File: config.mk
export PLATFORM = sky130hd
export DESIGN_NAME = ecs_serializer
export DESIGN_NICKNAME = d
export VERILOG_FILES = /design/src/rtl/ecs_pkg.sv /design/src/rtl/ecs_bit_counter.sv /design/src/rtl/ecs_frame_builder.sv /design/src/rtl/ecs_shifter.sv /design/src/rtl/ecs_serializer.sv
export SDC_FILE = /design/constraint.sdc
export NUM_CORES = 1
export LEC_CHECK = 0
export CAP_MARGIN = 20
export CORE_UTILIZATION = 50
export CTS_CLUSTER_DIAMETER = 200
export DETAILED_ROUTE_END_ITERATION = 12
export PLACE_DENSITY = 0.8
export SETUP_SLACK_MARGIN = 0.15
export SYNTH_ARGS = -nofsm -noshare
export SYNTH_HDL_FRONTEND = slang
export SYNTH_SLANG_ARGS = --single-unit
File: constraint.sdc
create_clock -name clk -period 3.55 [get_ports clk]
set_input_delay 0.71 -clock clk [delete_from_list [all_inputs] [get_ports clk]]
set_output_delay 0.71 -clock clk [all_outputs]
set_load 0.03 [all_outputs]
File: src/rtl/ecs_pkg.sv
package ecs_pkg;

    typedef enum logic {
        FRM_DATA = 1'b0,
        FRM_SYNC = 1'b1
    } frame_kind_e;

    localparam logic START_BIT = 1'b1;
    localparam logic STOP_BIT  = 1'b0;

endpackage

File: src/rtl/ecs_bit_counter.sv
module ecs_bit_counter #(
    parameter int FRAME_W = 12,
    parameter int CNT_W   = 4
) (
    input  logic             clk,
    input  logic             rst_n,
    input  logic             pwr_dn,
    output logic [CNT_W-1:0] cnt_o,
    output logic             boundary_o
);

    localparam logic [CNT_W-1:0] LAST = CNT_W'(FRAME_W - 1);

    typedef struct packed {
        logic [CNT_W-1:0] cnt;
    } cnt_state_t;

    cnt_state_t st_d, st_q;

    always_comb begin
        st_d = st_q;
        if (pwr_dn) begin
            st_d.cnt = '0;
        end else if (st_q.cnt == LAST) begin
            st_d.cnt = '0;
        end else begin
            st_d.cnt = st_q.cnt + 1'b1;
        end
    end

    always_ff @(posedge clk or negedge rst_n) begin
        if (!rst_n) begin
            st_q <= '0;
        end else begin
            st_q <= st_d;
        end
    end

    assign cnt_o      = st_q.cnt;
    assign boundary_o = (st_q.cnt == '0) && !pwr_dn;

    // the position never leaves the frame
    a_r9_count_in_range: assert property (@(posedge clk) disable iff (!rst_n)
        st_q.cnt <= LAST);

    // the last position wraps to the boundary
    a_r9_wrap_to_zero: assert property (@(posedge clk) disable iff (!rst_n)
        (!pwr_dn && st_q.cnt == LAST) |=> (st_q.cnt == '0));

    // power-down rewinds the counter
    a_r8_counter_rewinds: assert property (@(posedge clk) disable iff (!rst_n)
        pwr_dn |=> (st_q.cnt == '0));

endmodule

File: src/rtl/ecs_frame_builder.sv
module ecs_frame_builder
    import ecs_pkg::*;
#(
    parameter int DATA_W  = 10,
    parameter int FRAME_W = DATA_W + 2
) (
    input  logic [DATA_W-1:0]  word_i,
    input  logic               sync_a_i,
    input  logic               sync_b_i,
    output logic [FRAME_W-1:0] frame_o
);

    localparam int HALF = FRAME_W / 2;

    logic [FRAME_W-1:0] data_frame;
    logic [FRAME_W-1:0] sync_frame;
    frame_kind_e        kind;

    // data frame: start bit, payload LSB first, stop bit
    assign data_frame[0]         = START_BIT;
    assign data_frame[FRAME_W-1] = STOP_BIT;
    for (genvar i = 0; i < DATA_W; i++) begin : g_payload
        assign data_frame[i+1] = word_i[i];
    end

    // sync frame: first half ones, second half zeros
    for (genvar j = 0; j < FRAME_W; j++) begin : g_sync
        if (j < HALF) begin : g_one
            assign sync_frame[j] = 1'b1;
        end else begin : g_zero
            assign sync_frame[j] = 1'b0;
        end
    end

    assign kind = (sync_a_i || sync_b_i) ? FRM_SYNC : FRM_DATA;

    always_comb begin
        case (kind)
            FRM_SYNC: frame_o = sync_frame;
            default:  frame_o = data_frame;
        endcase
    end

endmodule

File: src/rtl/ecs_shifter.sv
module ecs_shifter #(
    parameter int FRAME_W = 12
) (
    input  logic               clk,
    input  logic               rst_n,
    input  logic               pwr_dn,
    input  logic               load_i,
    input  logic [FRAME_W-1:0] frame_i,
    output logic               ser_o
);

    typedef struct packed {
        logic [FRAME_W-1:0] shreg;
        logic               bit_out;
    } sh_state_t;

    sh_state_t st_d, st_q;

    always_comb begin
        st_d = st_q;
        if (pwr_dn) begin
            st_d.shreg   = '0;
            st_d.bit_out = 1'b0;
        end else if (load_i) begin
            st_d.shreg   = frame_i >> 1;
            st_d.bit_out = frame_i[0];
        end else begin
            st_d.shreg   = st_q.shreg >> 1;
            st_d.bit_out = st_q.shreg[0];
        end
    end

    always_ff @(posedge clk or negedge rst_n) begin
        if (!rst_n) begin
            st_q <= '0;
        end else begin
            st_q <= st_d;
        end
    end

    assign ser_o = st_q.bit_out;

    // power-down holds the line low
    a_r8_pwrdn_line_low: assert property (@(posedge clk) disable iff (!rst_n)
        pwr_dn |=> !ser_o);

    // between boundaries the frame only advances, never reloads
    a_r7_frame_frozen: assert property (@(posedge clk) disable iff (!rst_n)
        (!pwr_dn && !load_i) |=> (st_q.shreg == ($past(st_q.shreg) >> 1)));

endmodule

File: src/rtl/ecs_serializer.sv
module ecs_serializer #(
    parameter int DATA_W = 10
) (
    input  logic              clk,
    input  logic              rst_n,
    input  logic              pwr_dn,
    input  logic [DATA_W-1:0] word_in,
    input  logic              sync_a,
    input  logic              sync_b,
    output logic              ser_out
);

    localparam int FRAME_W = DATA_W + 2;
    localparam int CNT_W   = $clog2(FRAME_W);
    localparam logic [CNT_W-1:0] LAST = CNT_W'(FRAME_W - 1);

    logic [CNT_W-1:0]   cnt;
    logic               boundary;
    logic [FRAME_W-1:0] frame;

    ecs_bit_counter #(
        .FRAME_W (FRAME_W),
        .CNT_W   (CNT_W)
    ) u_counter (
        .clk        (clk),
        .rst_n      (rst_n),
        .pwr_dn     (pwr_dn),
        .cnt_o      (cnt),
        .boundary_o (boundary)
    );

    ecs_frame_builder #(
        .DATA_W  (DATA_W),
        .FRAME_W (FRAME_W)
    ) u_builder (
        .word_i   (word_in),
        .sync_a_i (sync_a),
        .sync_b_i (sync_b),
        .frame_o  (frame)
    );

    ecs_shifter #(
        .FRAME_W (FRAME_W)
    ) u_shifter (
        .clk     (clk),
        .rst_n   (rst_n),
        .pwr_dn  (pwr_dn),
        .load_i  (boundary),
        .frame_i (frame),
        .ser_o   (ser_out)
    );

    // a boundary load puts the start bit on the line
    a_r2_start_bit_first: assert property (@(posedge clk) disable iff (!rst_n)
        boundary |=> ser_out);

    // the last position always drives the stop bit
    a_r4_stop_bit_last: assert property (@(posedge clk) disable iff (!rst_n)
        (!pwr_dn && cnt == LAST) |=> !ser_out);

    // a sync frame keeps its second bit high
    a_r5_sync_second_bit: assert property (@(posedge clk) disable iff (!rst_n)
        (boundary && (sync_a || sync_b)) ##1 !pwr_dn |=> ser_out);

endmodule

# Word level (Yosys, flattened, before mapping)
# Cells that the tools add are included.
# totals
register_bits	17
inputBits	15
out_inout_bits	1
word_cells	15
# classes
addsub	1
n_eq_ne	1
muxes	6
n_reduce_logical	4
# ops
operator	count
$mux W12	2
$mux W11	1
$mux W4	2
$add A4 B1 Y4 const B	1
$eq A4 B4 Y1 const B	1
$logic_not A4 Y1	1
$logic_and A1 B1 Y1	1
$logic_not A1 Y1	1
$logic_or A1 B1 Y1	1
$mux W1	1

# Longest topological paths before layout
# Gate-level depths: netlist of the first run.
# depth
depth_word	5
depth_mapped	6
ltp_nobuf	5

# Cells and area by module
# Synthesis of the first run repeated with hierarchy kept, for this count alone.
# unflattened
hier_cells	72
area_unflattened_um2	797.0
# modules_own_cells
module	instances	cells_per_inst	area_per_inst_um2	seq_area_each_um2
ecs_shifter	1	37	478.0	300.3
ecs_bit_counter	1	19	211.5	100.1
ecs_frame_builder	1	16	107.6	0.0

# Worst setup path before layout of the first run
# Ideal clock, no wire load.
# synth_path
path_kind	input port to flip-flop
start	in pwr_dn
end	reg u_shifter.st_q[2] (netlist bit)
setup_ps	136
arrival_time_ps	1575
required_time_ps	3414
path_slack_ps	1839
stages	4
path_buffers	1
path_cell_list	or4b_1 buf_4 nor3_2 nor3_1
# synth_lines
item	line	text
from (decl)	ecs_serializer.sv:6	input logic pwr_dn,
to (signal assigned)	ecs_shifter.sv:37	st_q <= st_d;
to (decl)	ecs_shifter.sv:17	sh_state_t st_d, st_q;

==> flow_metrics.py, run 1 <==
metrics = {
    "clocking": {
        "post_cts_buffers": 0,
        "cts_max_path_buffers": 2,
        "clk_pin_slew_ns": 0.09,
        "cts_buffers": 3,
        "cts_hold_buffers": 0,
        "cts.sinks": 15,
        "clock_latency_ns": 0.27,
        "cts_tree": "built",
        "cts_resized": 0,
        "cts_root_buf": "clkbuf_4",
        "ctsHtreeMaxLevel": 1,
    },
    "placement": {
        "portBuffers": 15,
        "place_congestion": 0.7790,
        "post-place-ws_ns": 0.9143,
        "place_hpwl_um": 922.7,
        "dp.cells": 93,
        "placed_area_um2": 839.6,
    },
    "final_layout": {
        "syn2layout_area_growth_pct": 27.21,
        "n_antenna_cell": 0,
        "seqCellArea_um2": 375.4,
        "final_cell_area_um2": 865.8,
        "multi_input_area_um2": 277.8,
        "final_cell_count_no_fill": 97,
        "nets": 101,
        "num-fill-cells": 98,
        "utilization_pct": 73.00,
        "drive_above_1_share_pct": 13.25,
    },
    "worst_setup_path": {
        "rr_worst_depth": 5,
        "endpoint_kind": "flop",
        "critPathArrivalTime_ns": 2.49,
        "start_kind": "input port",
        "max_stage_delay_ns": 0.82,
        "path_max_fanout": 16,
        "slowest_stage": "or4b_1",
        "path_class": "input port to flop",
        "startpoint": "pwr_dn",
        "rrSetupSlack_ns": 1.86,
        "reg2reg_to": "u_shifter.st_q[3]",
        "crit_required_ns": 3.69,
        "path_cells": "clkdlybuf4s50_1 > or4b_1 > nor3_2 > nor3_1",
        "timing.rr.start": "u_counter.cnt_o[0]",
    },
    "yosys": {
        "synthFlopType": "dfrtp_1",
        "synth_compound_area_share_pct": 6.250,
        "syn_area_per_cell_um2": 10.31,
        "synth_top_family_by_area": "simple AND/OR/NAND/NOR gates",
        "syn-num-nets": 83,
        "synthTopCellsByCount": "dfrtp_1, nor2_1",
        "ys_types": 21,
        "synth_xor_area_share_pct": 0,
        "synth-edff-count": 0,
        "synth_area_um2": 680.7,
        "netlist.top_cell.by_area": "dfrtp_1",
        "syn_inst": 66,
        "async_reset_ff_share_pct": 100.0,
        "yosysSeqAreaShare_pct": 55.15,
        "synth_area_leaders": "dfrtp_1, nor3_2, a21oi_1, ha_1, nand3_1",
        "synth.most_common_cell": "dfrtp_1",
        "yosysWarnings": 0,
        "synth_top_area_share_pct": 55.15,
        "yosys-mux-area-fraction_pct": 0,
        "yosys.area_share.adder_pct": 3.676,
        "synth_simple_gate_area_share_pct": 30.88,
        "synth-seq-cells": 15,
    },
    "job": {
        "max_cap_violations": 0,
    },
    "detailed_routing": {
        "drt_pass1_iterations": 4,
        "vias": 511,
        "avgViaCountPerCell": 5.268,
        "drtIter0Drc": 14,
        "routedWlPerCell_um": 12.93,
        "ant_nets": 0,
        "drc": 0,
        "routed_wl_um": 1254,
    },
    "global_route": {
        "grt_pass1_wl_um": 2145,
        "grt_pass1_vias": 492,
        "globalRouteTotalUtil_pct": 21.69,
        "antenna_found_initial": 0,
        "grt_max_degree": 17,
        "grt_overflow_total": 0,
        "grtUsageMet1_pct": 29.59,
        "grt.met3_usage_pct": 3.468,
        "grt_util_met2_pct": 33.33,
        "grt-busiest-layer": "met2",
    },
    "pwr": {
        "p_seq_share_pct": 54.6,
        "swShare_pct": 25.62,
        "p_int_uw": 254.0,
        "total_power_uw": 341.5,
        "ir_drop_v": 0.0002382,
        "p_sw_uw": 87.51,
        "power.density_nw_per_um2": 394.5,
        "p_clk_share_pct": 28.2,
        "p_comb_share_pct": 17.2,
        "leakage_nw": 0.3637,
    },
    "min_path": {
        "worst_hold_path.num_cells": 1,
        "hold_class": "flop to flop",
        "hold_path.startpoint": "u_counter.cnt_o[0]",
        "hold-path-endpoint": "u_counter.cnt_o[0]",
    },
    "sta": {
        "holdWs_ns": 0.4959,
        "period_share_pct": 66.24,
        "finalSetupViolations": 0,
        "setup_tns_ns": 0,
        "fmax_mhz": 425.3,
        "max-slew-margin-rel_pct": 55.47,
        "finalHoldViolations": 0,
        "fin_ws_ns": 1.199,
        "clock_skew_ns": 0.004730,
        "final_max_slew_viol_count": 0,
        "finalCriticalPeriod_ns": 2.351,
        "rsz0062_at_grt": "no",
        "worst_pin_slew_ns": 0.6658,
    },
    "die": {
        "ios": 16,
        "start_util_pct": 57.38,
        "rows": 12,
        "die-area_um2": 1513,
        "die_h_um": 38.90,
        "die_w_um": 38.90,
        "core_area_um2": 1186,
    },
    "status": {
        "outcome": "complete, no violations",
    },
}
==> per-layer routing <==
metal | share of wire, % | vias to the layer above
met5 | 0 | -
met4 | 0.88 | 0
met3 | 4.1 | 2
met2 | 49 | 14
met1 | 46 | 237
li1 | - | 258
==> critical path, delay by kind of cell <==
family	cells	cell delay, ns
AND/OR/NAND/NOR	3	1.12
buffers and inverters	1	0.66
==> state kept, by name (all words and copies together) (netlist names) <==
name	count
u_counter.cnt_o	4
u_shifter.st_q	10
u_shifter.ser_o	1
==> cells by family after synthesis <==
kind of cell	Yosys count
flip-flops	15
adder cells (fa/ha/maj)	2
AO/OA/AOI/OAI	8
AND/OR/NAND/NOR	35
buffers and inverters	6
==> worst max path at each step <==
stage	end	cells after the start	slack (ns)
after detailed placement	u_shifter.st_q[3]	4	0.91
after global placement	u_shifter.st_q[3]	4	0.96
final	u_shifter.st_q[3]	4	1.20
after CTS	u_shifter.st_q[3]	4	1.21
after global routing	u_shifter.st_q[1]	4	1.10
after floorplan	u_shifter.st_q[2]	4	1.84
==> power groups by stage <==
stage / registers [mW] / clock network, mW / logic, mW
final: 0.186 / 0.0961 / 0.0589
after global routing: 0.188 / 0.106 / 0.0662
after CTS: 0.187 / 0.0988 / 0.0591
after detailed placement: 0.190 / 0 / 0.0586
after global placement: 0.190 / 0 / 0.0584
after floorplan: 0.192 / 0 / 0.0281
==> cell type report <==
class                   count  share of cell area (%)
flip-flops and latches     15                   43.35
multi-input cells          45                   32.08
repair buffers             16                   18.21
clock buffers               4                   3.035
well taps                  14                   2.023
inverters                   3                   1.301
==> layout by cell type, fill, tap and decap left out <==
cell type        synthesis  routed
nand3b_1                 1       1
inv_1                    3       3
and3_1                   1       1
nor2_1                   6       6
buf_4                    1       1
nor2b_1                  2       2
or4b_1                   1       1
dfrtp_1                 15      15
clkbuf_4                 0       3
a21oi_1                  5       5
or2_2                    2       2
nor3_1                   5       5
nor4b_1                  1       1
ha_1                     2       2
nor3_2                   5       5
nand3_1                  5       5
a211oi_1                 1       1
clkdlybuf4s50_1          0      15
o21ai_0                  2       2
nand2b_1                 3       3
nand2_1                  3       3
clkbuf_1                 1       1
Power figures use the tool's default switching activity.
==> run 2: changes to the inputs <==
Settings changed: CORE_UTILIZATION 50 to 42, PLACE_DENSITY 0.8 to 0.72.
Clock period 3.55 ns to 2 ns, I/O delays scaled along.
==> run 2 against run 1 <==
Sequential power up 78%; via count down 1.8%; total power up 77%; hold slack worse by 0.0016 ns; final area up 1.2%; routed wire length down 1.6%; clock skew about the same; first-iteration DRC count down 93%; worst setup slack worse by 0.87 ns; largest cell class unchanged; highest routed layer unchanged.
==> flow_metrics.py, run 2 (synthesized netlist as in run 1, its figures left out) <==
metrics = {
    "detailed_routing": {
        "vias": 502,
        "dr_wl_met3_um": 38,
        "met2_wirelength_um": 572,
        "drt_pass1_iterations": 4,
        "avgViaCountPerCell": 5.020,
        "routedWlPerCell_um": 12.34,
        "ant_nets": 0,
        "drtIter0Drc": 1,
        "met1_length_um": 609,
        "highest_layer": "met4",
        "drc": 0,
        "routed_wl_um": 1234,
    },
    "job": {
        "max_cap_violations": 0,
    },
    "global_route": {
        "grt_pass1_vias": 505,
        "antenna_found_initial": 0,
        "grt_pass1_wl_um": 2249,
        "grt_max_degree": 16,
        "globalRouteTotalUtil_pct": 17.23,
        "grt_overflow_total": 0,
    },
    "clocking": {
        "cts_tree": "built",
        "clock_latency_ns": 0.27,
        "cts.sinks": 15,
        "cts_max_path_buffers": 2,
        "ctsHtreeMaxLevel": 1,
        "post_cts_buffers": 0,
        "cts_root_buf": "clkbuf_4",
        "clk_pin_slew_ns": 0.08,
        "cts_hold_buffers": 0,
        "cts_buffers": 3,
        "cts_resized": 0,
    },
    "final_layout": {
        "drive_above_1_share_pct": 14.29,
        "layout_common_cells": "clkdlybuf4s50_1, dfrtp_1, nor2_1",
        "syn2layout_area_growth_pct": 28.68,
        "largest_reg_flops": 10,
        "num-fill-cells": 132,
        "nets": 102,
        "final_cell_count_no_fill": 100,
        "regMostFlops": "u_shifter.st_q",
        "n_antenna_cell": 0,
    },
    "worst_setup_path": {
        "path_max_fanout": 9,
        "critPathArrivalTime_ns": 1.84,
        "start_kind": "input port",
        "max_stage_delay_ns": 0.73,
        "path_class": "input port to flop",
        "path_buf_inv": 1,
        "path_cells": "clkdlybuf4s50_1 > or4b_1 > nor3_2 > nor3_1",
        "path_delay_family": "simple AND/OR/NAND/NOR gates",
        "endpoint_kind": "flop",
        "rrSetupSlack_ns": 0.33,
        "slowest_stage": "or4b_1",
        "crit_required_ns": 2.16,
    },
    "sta": {
        "finalSetupViolations": 0,
        "setup_tns_ns": 0,
        "finalCriticalPeriod_ns": 1.674,
        "period_share_pct": 83.72,
        "fmax_mhz": 597.2,
        "worst_pin_slew_ns": 0.6455,
        "finalHoldViolations": 0,
        "rsz0062_at_grt": "no",
        "final_max_slew_viol_count": 0,
        "fin_ws_ns": 0.3255,
        "max-slew-margin-rel_pct": 56.83,
        "clock_skew_ns": 0.004247,
    },
    "die": {
        "die-area_um2": 1785,
        "core_area_um2": 1506,
        "ios": 16,
        "die_h_um": 42.26,
        "rows": 14,
        "die_w_um": 42.26,
        "start_util_pct": 45.18,
    },
    "pwr": {
        "ir_drop_v": 0.0003155,
        "power.density_nw_per_um2": 688.3,
        "leakage_nw": 0.3685,
    },
    "status": {
        "outcome": "complete, no violations",
    },
    "placement": {
        "place_congestion": 0.7267,
        "dp.cells": 96,
        "portBuffers": 15,
        "post-place-ws_ns": 0.03718,
        "place_hpwl_um": 887.3,
    },
    "min_path": {
        "hold_class": "flop to flop",
    },
}
[run 2: layout make-up]
type | count | area (um2) | area share, %
Sequential cell | 15 | 375.4 | 42.86
Multi-Input combinational cell | 45 | 277.8 | 31.71
Timing Repair Buffer | 17 | 165.2 | 18.86
Clock buffer | 4 | 26.28 | 3.000
Tap cell | 16 | 20.02 | 2.286
Inverter | 3 | 11.26 | 1.286
[run 2: path summary, 6_finish.rpt]
| check | from | endpoint | cells after the start |
|---|---|---|---|
| max | pwr_dn | u_shifter.st_q[1] | 4 |
| max in group asynchronous | rst_n | u_counter.cnt_o[0] | 1 |
| max reg2reg | u_counter.cnt_o[0] | u_shifter.st_q[1] | 5 |
| min | u_counter.cnt_o[0] | u_counter.cnt_o[0] | 1 |
| min in group asynchronous | rst_n | u_shifter.st_q[9] | 1 |
| min reg2reg | u_counter.cnt_o[0] | u_counter.cnt_o[0] | 1 |
[run 2: metal layers]
| metal | up-vias | global-route usage, % |
|---|---|---|
| met5 | - | 0 |
| met4 | 0 | 9.375 |
| met3 | 2 | 4.310 |
| met2 | 10 | 25.85 |
| met1 | 229 | 22.75 |
| li1 | 261 | - |
[run 2: through the flow]
| stage | power, mW | hold WS [ns] | util, % | cell area [um2] |
|---|---|---|---|---|
| 2_1_floorplan | 0.3905 | 0.1044 | - | 680.7 |
| 3_3_place_gp | 0.4427 | 0.4841 | 56.40 | 849.6 |
| 3_5_place_dp | 0.4436 | 0.4830 | 56.40 | 849.6 |
| 4_1_cts | 0.6116 | 0.4986 | 58.14 | 875.8 |
| 5_1_grt | 0.6449 | 0.5261 | 58.14 | 875.8 |
| 6_report | 0.6029 | 0.4942 | 58.14 | 875.8 |
[run 2: report_power, final]
| part | switching, mW | internal, mW |
|---|---|---|
| Clock | 0.0892 | 0.0772 |
| Sequential | 0.00851 | 0.322 |
| Combinational | 0.0529 | 0.0530 |
| Total | 0.151 | 0.452 |
